<file path="src/rtl/alu_flags16.sv">
module alu_flags16 #(
  parameter int W  = 16,
  parameter int BW = 8
) (
  input  logic         clk,
  input  logic         rst_n,
  input  logic         en,
  input  logic [2:0]   op,
  input  logic         byte_mode,
  input  logic [W-1:0] a,
  input  logic [W-1:0] b,
  input  logic         dir_set,
  input  logic         dir_clr,
  input  logic         int_set,
  input  logic         int_clr,
  input  logic         trap_set,
  output logic [W-1:0] result,
  output logic [15:0]  flags
);
  localparam int FC = 0, FP = 2, FA = 4, FZ = 6, FS = 7, FT = 8, FI = 9, FD = 10, FO = 11;
  localparam logic [2:0] OP_ADC = 3'd1, OP_SUB = 3'd2, OP_SBB = 3'd3, OP_INC = 3'd4,
                         OP_AND = 3'd5, OP_OR = 3'd6;

  logic         is_sub, is_logic, cin;
  logic [W-1:0] bop, lres, res;
  logic [W:0]   wfull;
  logic [BW:0]  bfull;
  logic         as, bs, rs, cy, ov, ac, zr, pr;

  assign is_sub   = (op == OP_SUB) || (op == OP_SBB);
  assign is_logic = op[2] & (op[1] | op[0]);
  assign cin      = ((op == OP_ADC) || (op == OP_SBB)) & flags[FC];
  assign bop      = (op == OP_INC) ? W'(1) : b;

  assign wfull = is_sub ? ({1'b0, a} - {1'b0, bop} - (W+1)'(cin))
                        : ({1'b0, a} + {1'b0, bop} + (W+1)'(cin));
  assign bfull = is_sub ? ({1'b0, a[BW-1:0]} - {1'b0, bop[BW-1:0]} - (BW+1)'(cin))
                        : ({1'b0, a[BW-1:0]} + {1'b0, bop[BW-1:0]} + (BW+1)'(cin));

  always_comb begin
    case (op)
      OP_AND:  lres = a & b;
      OP_OR:   lres = a | b;
      default: lres = a ^ b;
    endcase
    if (is_logic)
      res = byte_mode ? {{(W-BW){1'b0}}, lres[BW-1:0]} : lres;
    else
      res = byte_mode ? {{(W-BW){1'b0}}, bfull[BW-1:0]} : wfull[W-1:0];
  end

  assign as = byte_mode ? a[BW-1]   : a[W-1];
  assign bs = byte_mode ? bop[BW-1] : bop[W-1];
  assign rs = byte_mode ? res[BW-1] : res[W-1];
  assign cy = byte_mode ? bfull[BW] : wfull[W];
  assign ov = is_sub ? (as != bs) && (rs != as) : (as == bs) && (rs != as);
  assign ac = a[4] ^ bop[4] ^ res[4];
  assign zr = byte_mode ? (res[BW-1:0] == '0) : (res == '0);
  assign pr = ~^res[7:0];

  always_ff @(posedge clk) begin
    if (!rst_n) begin
      result <= '0;
      flags  <= '0;
    end else begin
      if (en) begin
        result    <= res;
        flags[FC] <= is_logic ? 1'b0 : ((op == OP_INC) ? flags[FC] : cy);
        flags[FO] <= is_logic ? 1'b0 : ov;
        flags[FA] <= is_logic ? 1'b0 : ac;
        flags[FS] <= rs;
        flags[FZ] <= zr;
        flags[FP] <= pr;
      end
      if (dir_set)      flags[FD] <= 1'b1;
      else if (dir_clr) flags[FD] <= 1'b0;
      if (int_set)      flags[FI] <= 1'b1;
      else if (int_clr) flags[FI] <= 1'b0;
      if (trap_set)     flags[FT] <= 1'b1;
    end
  end


  logic_clears_chk: assert property (@(posedge clk) disable iff (!rst_n)
    en && is_logic |=> !flags[FC] && !flags[FO] && !flags[FA]);


  inc_keeps_carry_chk: assert property (@(posedge clk) disable iff (!rst_n)
    en && op == OP_INC |=> flags[FC] == $past(flags[FC]));


  idle_hold_chk: assert property (@(posedge clk) disable iff (!rst_n)
    !en |=> $stable(result) && $stable({flags[FO], flags[7:0]}));


  ctl_only_by_cmd_chk: assert property (@(posedge clk) disable iff (!rst_n)
    !(dir_set || dir_clr || int_set || int_clr || trap_set) |=> $stable(flags[FD:FT]));


  trap_set_chk: assert property (@(posedge clk) disable iff (!rst_n)
    trap_set |=> flags[FT]);


  zero_word_chk: assert property (@(posedge clk) disable iff (!rst_n)
    en && !byte_mode |=> flags[FZ] == (result == '0));


  byte_upper_chk: assert property (@(posedge clk) disable iff (!rst_n)
    en && byte_mode |=> result[W-1:BW] == '0);
endmodule

</file>
<file path="config.mk">
export PLATFORM = sky130hd
export DESIGN_NAME = alu_flags16
export DESIGN_NICKNAME = d
export VERILOG_FILES = /design/src/rtl/alu_flags16.sv
export SDC_FILE = /design/constraint.sdc
export NUM_CORES = 1
export LEC_CHECK = 0
export ABC_AREA = 0
export BUFFER_PORTS_ARGS = -buffer_cell sky130_fd_sc_hd__buf_2
export CORE_ASPECT_RATIO = 0.8
export CORE_MARGIN = 5
export CORE_UTILIZATION = 59
export DETAILED_ROUTE_END_ITERATION = 16
export GPL_TIMING_DRIVEN = 0
export PLACE_DENSITY = 0.83
export REMOVE_ABC_BUFFERS = 1
export SLEW_MARGIN = 5
export SYNTH_ARGS = -nofsm -noshare
export SYNTH_HDL_FRONTEND = slang
export SYNTH_SLANG_ARGS = --single-unit
</file>
<file path="constraint.sdc">
create_clock -name clk -period 4.53 [get_ports clk]
set_clock_uncertainty 0.15 [all_clocks]
set_input_delay 0.2265 -clock clk [delete_from_list [all_inputs] [get_ports clk]]
set_output_delay 0.2265 -clock clk [all_outputs]
set_load 0.05 [all_outputs]
</file>
==> results by group, run 1 <==
Detailed routing
  – Wirelength, routed: 12800 um
  – Drt first-iter violations: 272
  – DRC: 0
  – Top Layer Used: met4
  – DR vias/cell: 5.97
  – Antenna-violating nets left: 0
  – M1 WL: 5430 um
  – Drt first pass iters: 5
  – Met3 WL: 797 um
  – DR WL met2: 6100 um
  – Via count: 4562
  – Mean routed wirelength per cell: 16.8 um

Die
  – # rows: 28
  – Die extent in x: 109 um
  – DIE AREA: 9650 um2
  – Core ar.: 7500 um2
  – Die height: 88.9 um
  – Initial Util: 61.2%
  – Number of top-level pins: 76

Critical path
  – Worst path bufs/invs: 2
  – Critical Path Max Stage Delay: 0.63 ns
  – Cells along the critical path: buf_2 -> or3b_2 -> nand2_1 -> inv_1 -> fa_1 -> fa_1 -> o21bai_2 -> a211oi_1 -> a221oi_2 -> xnor2_1 -> a2111oi_0 -> nor3_1 -> a32o_1
  – Most common cell on crit path: fa_1
  – CP required: 4.56 ns
  – Crit path max-delay cell type: a2111oi_0
  – Reg-to-reg endpoint: flags[2]
  – Crit Path Category: in -> reg
  – Worst reg2reg setup slack: 0.78 ns
  – Worst Reg2Reg Path Length in Cells: 17
  – Crit path DAT: 4.16 ns
  – Worst setup EP type: register
  – Largest delay share family, worst path: compound AO/OA/AOI/OAI gates
  – R2r startpoint: flags[0]
  – CP startpoint kind: input port
  – CP Max Fanout: 20

Cells and area
  – # diodes: 0
  – Flip-flop and latch area: 500 um2
  – # nets final: 789
  – Area occupied by multi-input gates: 3700 um2
  – Layout cell share with drive strength beyond 1: 16.8%
  – Final Util: 67.6%
  – Commonest non-fill, non-tap cells in the layout: ha_1 (81), inv_1 (76), buf_2 (66)
  – Most common cell after layout, fill and taps aside: ha_1
  – # fillers: 681
  – Cell area after layout: 5070 um2
  – Synthesis-to-finish area growth: 10.4%
  – Final cell count without fillers: 764

Hold path
  – Tightest Hold Check Type: in -> reg
  – Worst Hold End: flags[10]
  – Hold Crit Start: dir_set
  – Hold Path Stages: 2

STA
  – Setup TNS: 0 ns
  – Final setup fails: 0
  – Ratio of final minimum period to clock period: 91.4%
  – RSZ-0062 raised after global routing: no
  – Fmax: 242 MHz
  – Min Tclk post-route: 4.14 ns
  – Slew HR: 35.6%
  – Hold slack: 0.00220 ns
  – Worst slew pin tran: 0.963 ns
  – Final Hold Fails: 0
  – Max Transition Viols Final: 0

Global route
  – Largest net degree at the start of global routing: 42
  – GRT Util Overall: 26.4%
  – Vias in the first global route: 4369
  – GR Overflow Total: 0
  – Initial antenna violation count: 0
  – First-pass GRT wire length: 20500 um

Power
  – P_leak: 2.47 nW
  – VDD IR max: 226 uV
  – Pwr dens: 229 nW/um2

Placed design
  – Detailed Place HPWL: 10300 um
  – Port Buffers: 68
  – Final Wtd Congestion: 0.938
  – Placed Area: 4950 um2
  – Post-Place Cells: 756

Clocking
  – Htree depth: 1
  – Deepest clock path buffer count: 2
  – Skew-Pair Late Insertion Delay: 0.27 ns
  – CTS Buf Count: 3
  – Clk pin slew, worst setup/hold paths: 0.09 ns
  – Clock sinks: 25
  – CTS tree: yes
  – Clk root buf: clkbuf_8

Run
  – Max-cap violations: 0

Logic synthesis
  – Synthesized area per cell: 7.60 um2
  – Post-synthesis cell area: 4590 um2
  – Post-Synthesis Cells: 604
  – Seq/Total Area, Yosys: 10.9%
  – YS warnings: 0
  – Synth async-reset ratio: 0%
  – Yosys reg bits: 25
  – Number of synthesized flops with an enable pin: 0
  – Synth Flop Type: dfxtp_1
  – Post-synth cell types: 82

Outcome
  – Status: complete, no violations
[synthesized netlist by cell type, drive strengths merged (15+ instances only)]
cell    number  share of area [%]
mux2i       16                3.5
o21ai       32                3.5
nand2       36                2.9
ha          81                 22
nor2b       23                3.1
xnor2       15                2.9
inv         79                6.5
clkbuf      17                1.4
a21oi       37                4.0
dfxtp       25                 11
nor2        55                4.5
[where the power goes]
group | internal, mW | leakage [nW] | switching (mW)
clock network | 0.0617 | 0.0255 | 0.0749
logic | 0.291 | 2.24 | 0.484
registers | 0.240 | 0.206 | 0.00982
[metal layers]
metal,vias to the layer above,global-route usage [%]
li1,2230,-
met1,2114,34.4
met2,175,45.7
met3,43,2.55
met4,0,9.40
met5,-,0
[logic make-up (layout without fill, tap and decap cells)]
group | after synthesis | after routing | share of synthesized area [%]
AND/OR/NAND/NOR | 185 | 185 | 21.1
adder cells (fa/ha/maj) | 85 | 85 | 23.8
other | 1 | 7 | 0.0817
AO/OA/AOI/OAI | 158 | 158 | 25.6
flip-flops | 25 | 25 | 10.9
buffers and inverters | 108 | 157 | 9.76
multiplexers | 21 | 21 | 4.72
XOR/XNOR | 21 | 21 | 4.01
[per-stage QoR]
stage / power [mW] / worst slack, ns
3_5_place_dp: 1.01 / -0.581
5_1_grt: 1.25 / 0.0866
4_1_cts: 1.15 / 0.00499
3_3_place_gp: 0.980 / -1.74
6_report: 1.16 / 0.392
2_1_floorplan: 0.823 / 0.265
[worst max-delay path by stage]
stage	startpoint	to	slack, ns	cells past startpoint
final	op[1]	flags[6]	0.39	13
after global routing	op[2]	flags[2]	0.09	18
after CTS	op[2]	flags[2]	0.005	18
after detailed placement	op[2]	flags[6]	-0.58	18
after global placement	op[2]	flags[6]	-1.74	18
after floorplan	op[2]	flags[2]	0.26	17
[what timing repair did]
action	CTS	global route
pin swaps	0	1
resized for setup	2	7
endpoints found under the hold margin	1	0
hold buffers	1	0
setup buffers	0	3
gates cloned	0	0
endpoints found under the setup margin	3	3
[final cells by class]
type / instances / area share, %
clock buffers: 3 / 0.815
flip-flops and latches: 25 / 9.88
repair buffers: 73 / 7.68
multi-input cells: 477 / 73.0
clock inverters: 1 / 0.0988
well taps: 105 / 2.59
inverters: 80 / 5.98
[flip-flops by register name (all words and copies together), names as in the netlist]
name,cells
result,16
flags,9
No activity file was read; power rests on OpenSTA's default activity.
==> run 2, diff against run 1 <==
- CORE_MARGIN: 5 -> 3
- CTS_BUF_LIST: default -> sky130_fd_sc_hd__clkbuf_16
- GPL_ROUTABILITY_DRIVEN: default -> 0
==> run 2 against run 1 <==
Critical path depth is the same; global-route usage grew 0.37 points; register-to-register slack is essentially flat; largest power group unchanged; critical endpoint unchanged; sequential power is essentially flat; largest cell class unchanged; combinational power shrank 1%.
==> results by group, run 2 (synthesis gave the netlist of run 1 again) <==
Critical path
  – CP required: 4.52 ns (-0.04 ns)
  – Crit path max-delay cell type: or3b_2
  – Crit Path Category: in -> reg
  – Worst setup EP type: register
  – Most common cell on crit path: fa_1
  – CP Max Fanout: 41 (+110%)
  – Worst reg2reg setup slack: 0.77 ns (about the same)
  – CP startpoint kind: input port
  – Cells along the critical path: buf_2 -> or3b_2 -> nand2_1 -> inv_1 -> fa_1 -> fa_1 -> o21bai_2 -> a211oi_1 -> a221oi_2 -> xnor2_1 -> a2111oi_0 -> nor3_1 -> a32o_1
  – Crit path DAT: 4.32 ns (+0.16 ns)
  – Critical Path Max Stage Delay: 0.64 ns (about the same)

Outcome
  – Status: complete, no violations

Clocking
  – Cts hold-fix bufs: 0 (-1)
  – Clk root buf: clkbuf_16
  – CTS Buf Count: 3 (unchanged)
  – Clk pin slew, worst setup/hold paths: 0.06 ns (-0.03 ns)
  – Clock sinks: 25 (unchanged)
  – Deepest clock path buffer count: 2 (unchanged)
  – Skew-Pair Late Insertion Delay: 0.25 ns (-0.02 ns)
  – Htree depth: 1 (unchanged)
  – CTS tree: yes

Die
  – Core ar.: 7460 um2 (-0.47%)
  – Number of top-level pins: 76 (unchanged)
  – # rows: 28 (unchanged)
  – Die extent in x: 105 um (-3.7%)
  – DIE AREA: 8880 um2 (-8.0%)
  – Die height: 84.9 um (-4.5%)
  – Initial Util: 61.5% (+0.29 points)

Cells and area
  – Max FFs per register: 16 (unchanged)
  – Largest Register: result
  – Final cell count without fillers: 761 (-0.39%)
  – Synthesis-to-finish area growth: 10.4% (about the same)
  – # diodes: 0 (unchanged)
  – # nets final: 786 (-0.38%)
  – Largest regs: result x16, flags x9
  – # fillers: 642 (-5.7%)
  – Layout cell share with drive strength beyond 1: 16.3% (-0.53 points)
  – Commonest non-fill, non-tap cells in the layout: ha_1 (81), inv_1 (77), buf_2 (67)
  – Most common cell after layout, fill and taps aside: ha_1

Detailed routing
  – Mean routed wirelength per cell: 16.1 um (-3.9%)
  – Wirelength, routed: 12300 um (-4.3%)
  – DRC: 0 (unchanged)
  – Drt first pass iters: 5 (unchanged)
  – Antenna-violating nets left: 0 (unchanged)
  – Drt first-iter violations: 322 (+18%)
  – Via count: 4611 (+1.1%)
  – DR vias/cell: 6.06 (+1.5%)

STA
  – Slew HR: 37.9% (+2.3 points)
  – Fmax: 231 MHz (-4.3%)
  – Max Transition Viols Final: 0 (unchanged)
  – Worst slew pin tran: 0.928 ns (-0.0350 ns)
  – Final Hold Fails: 0 (unchanged)
  – Ratio of final minimum period to clock period: 95.4% (+4.1 points)
  – Hold slack: 0.0204 ns (+0.0182 ns)
  – RSZ-0062 raised after global routing: no
  – Min Tclk post-route: 4.32 ns (+0.184 ns)
  – Final setup fails: 0 (unchanged)

Global route
  – Initial antenna violation count: 0 (unchanged)
  – GR Overflow Total: 0 (unchanged)
  – Largest net degree at the start of global routing: 42 (unchanged)
  – Vias in the first global route: 4412 (+0.98%)
  – GRT Util Overall: 26.8% (+0.37 points)
  – First-pass GRT wire length: 20200 um (-1.8%)

Power
  – Tot Pwr: 1.21 mW (+3.8%)
  – VDD IR max: 244 uV (+7.9%)
  – Pwr dens: 238 nW/um2 (+3.9%)
  – P_leak: 2.47 nW (about the same)

Run
  – Max-cap violations: 0 (unchanged)

Placed design
  – Port Buffers: 68 (unchanged)
  – Detailed Place HPWL: 9510 um (-7.3%)
  – Post-Place Cells: 756 (unchanged)

Hold path
  – Tightest Hold Check Type: in -> reg
==> run 2: what timing repair did <==
item	4_1_cts	5_1_grt
gates cloned	0	0
buffers inserted	1	0
pin swaps	1	0
gates resized for setup	2	3
setup endpoints to repair	7	2
==> run 2: worst paths after layout <==
kind                            startpoint        to  cells past startpoint
worst max register to register    flags[0]  flags[6]                     17
worst max-delay path                 op[0]  flags[6]                     13
worst min register to register    flags[8]  flags[8]                      1
worst min-delay path              trap_set  flags[8]                      2
==> run 2: report_power, final <==
group	internal (mW)	total (mW)	switching (mW)
registers	0.241	0.250	0.00964
logic	0.288	0.766	0.479
clock network	0.118	0.189	0.0716
==> run 2: final cells by class <==
cell class | count | area, um2 | share of cell area, %
repair buffers | 70 | 362 | 7.14
multi-input cells | 477 | 3690 | 72.9
inverters | 80 | 302 | 5.95
well taps | 105 | 131 | 2.59
flip-flops and latches | 25 | 500 | 9.88
clock buffers | 3 | 75.1 | 1.48
clock inverters | 1 | 3.75 | 0.0741
==> run 2: metrics by stage <==
| step | utilization (%) | worst slack, ns | setup TNS [ns] | cell area, um2 |
|---|---|---|---|---|
| 6_report | 67.9 | 0.207 | 0 | 5060 |
| 5_1_grt | 67.9 | 0.0481 | 0 | 5060 |
| 4_1_cts | 67.6 | 0.135 | 0 | 5040 |
| 3_5_place_dp | 66.3 | -0.745 | -3.72 | 4950 |
| 3_3_place_gp | 66.1 | -1.63 | -19.89 | 4930 |
| 2_1_floorplan | - | 0.265 | 0 | 4460 |
==> run 2: routing by layer <==
metal  share of wire [%]  GRT usage [%]
met3                 6.9           3.42
met4                 3.3           10.4
met5                   0              0
met1                  43           34.4
met2                  47           46.0
==> run 2: worst max-delay path, delay by kind of cell <==
kind	cells	cell delay, ns
AOI/OAI and AO/OA	5	1.73
xor gates and xnor gates	1	0.13
adders and majority gates	2	0.86
buffers and inverters	2	0.42
and+or+nand+nor	3	0.92
==> run 3, diff against run 2 <==
- CORE_UTILIZATION: 59 -> 53
- PLACE_DENSITY: 0.83 -> 0.79
- clock period: 4.53 -> 3.79 ns (I/O delays scaled with it)
==> run 3 against run 2 <==
Sequential power up 20%; setup slack worse by 0.091 ns; flip-flop and latch count unchanged; first-iteration DRC count up 13%; non-clock buffer count up 9; final cell count up 1.6%; sequential share of layout area down 0.46 points; largest cell class unchanged; critical path depth up 2; power up 25%; via count up 1.0%.
==> results by group, run 3 (synthesis gave the netlist of run 1 again) <==
Critical path
  – R2r startpoint: flags[0]
  – Worst setup EP type: register
  – Crit. Startpoint: op[1]
  – Worst Reg2Reg Path Length in Cells: 17 (unchanged)
  – Worst reg2reg setup slack: 0.26 ns (-0.51 ns)
  – Crit path DAT: 3.72 ns (-0.60 ns)
  – Crit Path Category: in -> reg
  – CP Max Fanout: 20 (-51%)
  – Reg-to-reg endpoint: flags[6]
  – CP required: 3.84 ns (-0.68 ns)
  – CP startpoint kind: input port

Clocking
  – Deepest clock path buffer count: 2 (unchanged)
  – Htree depth: 1 (unchanged)
  – Clk root buf: clkbuf_16
  – Clk pin slew, worst setup/hold paths: 0.06 ns (about the same)
  – CTS Buf Count: 3 (unchanged)
  – Skew-Pair Late Insertion Delay: 0.26 ns (about the same)
  – Clock sinks: 25 (unchanged)
  – CTS tree: yes

STA
  – Max Transition Viols Final: 0 (unchanged)
  – Slew HR: 35.1% (-2.9 points)
  – Setup TNS: 0 ns (unchanged)
  – Final setup fails: 0 (unchanged)
  – Ratio of final minimum period to clock period: 96.9%
  – Min Tclk post-route: 3.67 ns
  – Worst slew pin tran: 0.970 ns (+0.0427 ns)
  – Final Hold Fails: 0 (unchanged)
  – Fmax: 272 MHz

Hold path
  – Hold Path Stages: 2 (unchanged)
  – Hold Crit Start: dir_set
  – Worst Hold End: flags[10]
  – Tightest Hold Check Type: in -> reg

Global route
  – Largest net degree at the start of global routing: 42 (unchanged)
  – GRT Util Overall: 25.7% (-1.1 points)
  – Initial antenna violation count: 0 (unchanged)
  – GR Overflow Total: 0 (unchanged)
  – Vias in the first global route: 4464 (+1.2%)
  – First-pass GRT wire length: 20400 um (+1.3%)

Outcome
  – Status: complete, no violations

Cells and area
  – Synthesis-to-finish area growth: 15.8%
  – # diodes: 0 (unchanged)
  – Largest Register: result
  – # nets final: 795 (+1.1%)
  – Largest regs: result x16, flags x9
  – Cell area after layout: 5310 um2 (+4.9%)
  – Max FFs per register: 16 (unchanged)
  – Commonest non-fill, non-tap cells in the layout: inv_1 (77), ha_1 (74), buf_2 (65)
  – Most common cell after layout, fill and taps aside: inv_1
  – Layout cell share with drive strength beyond 1: 20.5% (+4.1 points)

Die
  – DIE AREA: 9820 um2 (+11%)
  – # rows: 29 (+3.6%)
  – Initial Util: 56.2% (-5.3 points)
  – Core ar.: 8160 um2 (+9.4%)
  – Die extent in x: 110 um (+5.2%)
  – Number of top-level pins: 76 (unchanged)
  – Die height: 89.2 um (+5.1%)

Run
  – Max-cap violations: 0 (unchanged)

Power
  – P_leak: 2.53 nW (+2.4%)
  – Pwr dens: 284 nW/um2 (+19%)
  – VDD IR max: 205 uV (-16%)

Placed design
  – Placed Area: 4950 um2 (about the same)
  – Detailed Place HPWL: 9690 um (+2.0%)
  – Port Buffers: 68 (unchanged)

Detailed routing
  – Wirelength, routed: 12800 um (+4.6%)
  – Drt first pass iters: 5 (unchanged)
  – Via count: 4658 (+1.0%)
  – Mean routed wirelength per cell: 16.6 um (+3.0%)
  – Drt first-iter violations: 365 (+13%)
  – DR vias/cell: 6.03 (-0.55%)
  – Antenna-violating nets left: 0 (unchanged)
  – DRC: 0 (unchanged)
-- run 3: changes by cell type in the layout (fill, tap and decap cells not counted), sizes merged --
cell,delta
clkinv,-1
clkbuf,-1
buf,+8
inv,+1
dlygate4sd3,+2
-- run 3: how the worst max path moves through the flow --
stage / end / slack, ns / depth (start not counted)
6_report: flags[6] / 0.12 / 15
5_1_grt: flags[6] / -0.08 / 15
4_1_cts: flags[6] / 0.02 / 20
3_5_place_dp: flags[6] / -1.38 / 19
3_3_place_gp: flags[6] / -2.37 / 18
2_1_floorplan: flags[2] / -0.44 / 17
-- run 3: area by class of cell --
cell class,instances,area [um2]
fillers,683,2850
inverters,80,308
clock inverters,1,3.75
repair buffers,79,459
clock buffers,3,75.1
multi-input cells,477,3830
flip-flops and latches,25,500
well taps,108,135
-- run 3: repair_timing --
action                                 in CTS  in global routing
resized for setup                          18                 29
buffers inserted                            3                  5
pin swaps                                   4                 12
setup endpoints to repair                  19                  6
endpoints found under the hold margin       2                  0
hold buffers                                2                  0
-- run 3: metrics by stage --
stage | cells | util, % | total power [mW] | hold WS [ns] | setup slack [ns]
floorplan | 582 | - | 0.984 | 0.129 | -0.438
CTS | 768 | 62.9 | 1.45 | 0.00165 | 0.0223
finish | 773 | 65.1 | 1.51 | 0.00572 | 0.117
detailed placement | 759 | 60.7 | 1.19 | 0.254 | -1.38
global placement | 758 | 60.5 | 1.17 | 0.235 | -2.37
global route | 773 | 65.1 | 1.62 | 0.0122 | -0.0815
-- run 3: power breakdown --
group | switching, mW | internal, mW | total (mW)
combinational | 0.604 | 0.377 | 0.981
clock | 0.0877 | 0.141 | 0.229
sequential | 0.0117 | 0.288 | 0.299
total | 0.704 | 0.805 | 1.51
-- run 3: layer usage --
metal | vias up | global-route usage [%] | part of all wire [%]
met4 | 0 | 6.80 | 1.8
met1 | 2178 | 32.9 | 41
li1 | 2244 | - | -
met3 | 28 | 4.19 | 8.1
met5 | - | 0 | 0
met2 | 208 | 44.8 | 49
-- run 3: worst max-delay path, stage by stage --
cell and delay, ns:
buf_4 0.20, or3b_4 0.43, nand2_2 0.10, inv_1 0.06, fa_1 0.44, fa_2 0.41, o21bai_4 0.20, a21oi_1 0.11
xnor2_1 0.17, mux2_2 0.30, a21oi_2 0.22, ha_1 0.21, o2111ai_2 0.17, a2111oi_4 0.30, a32o_1 0.20
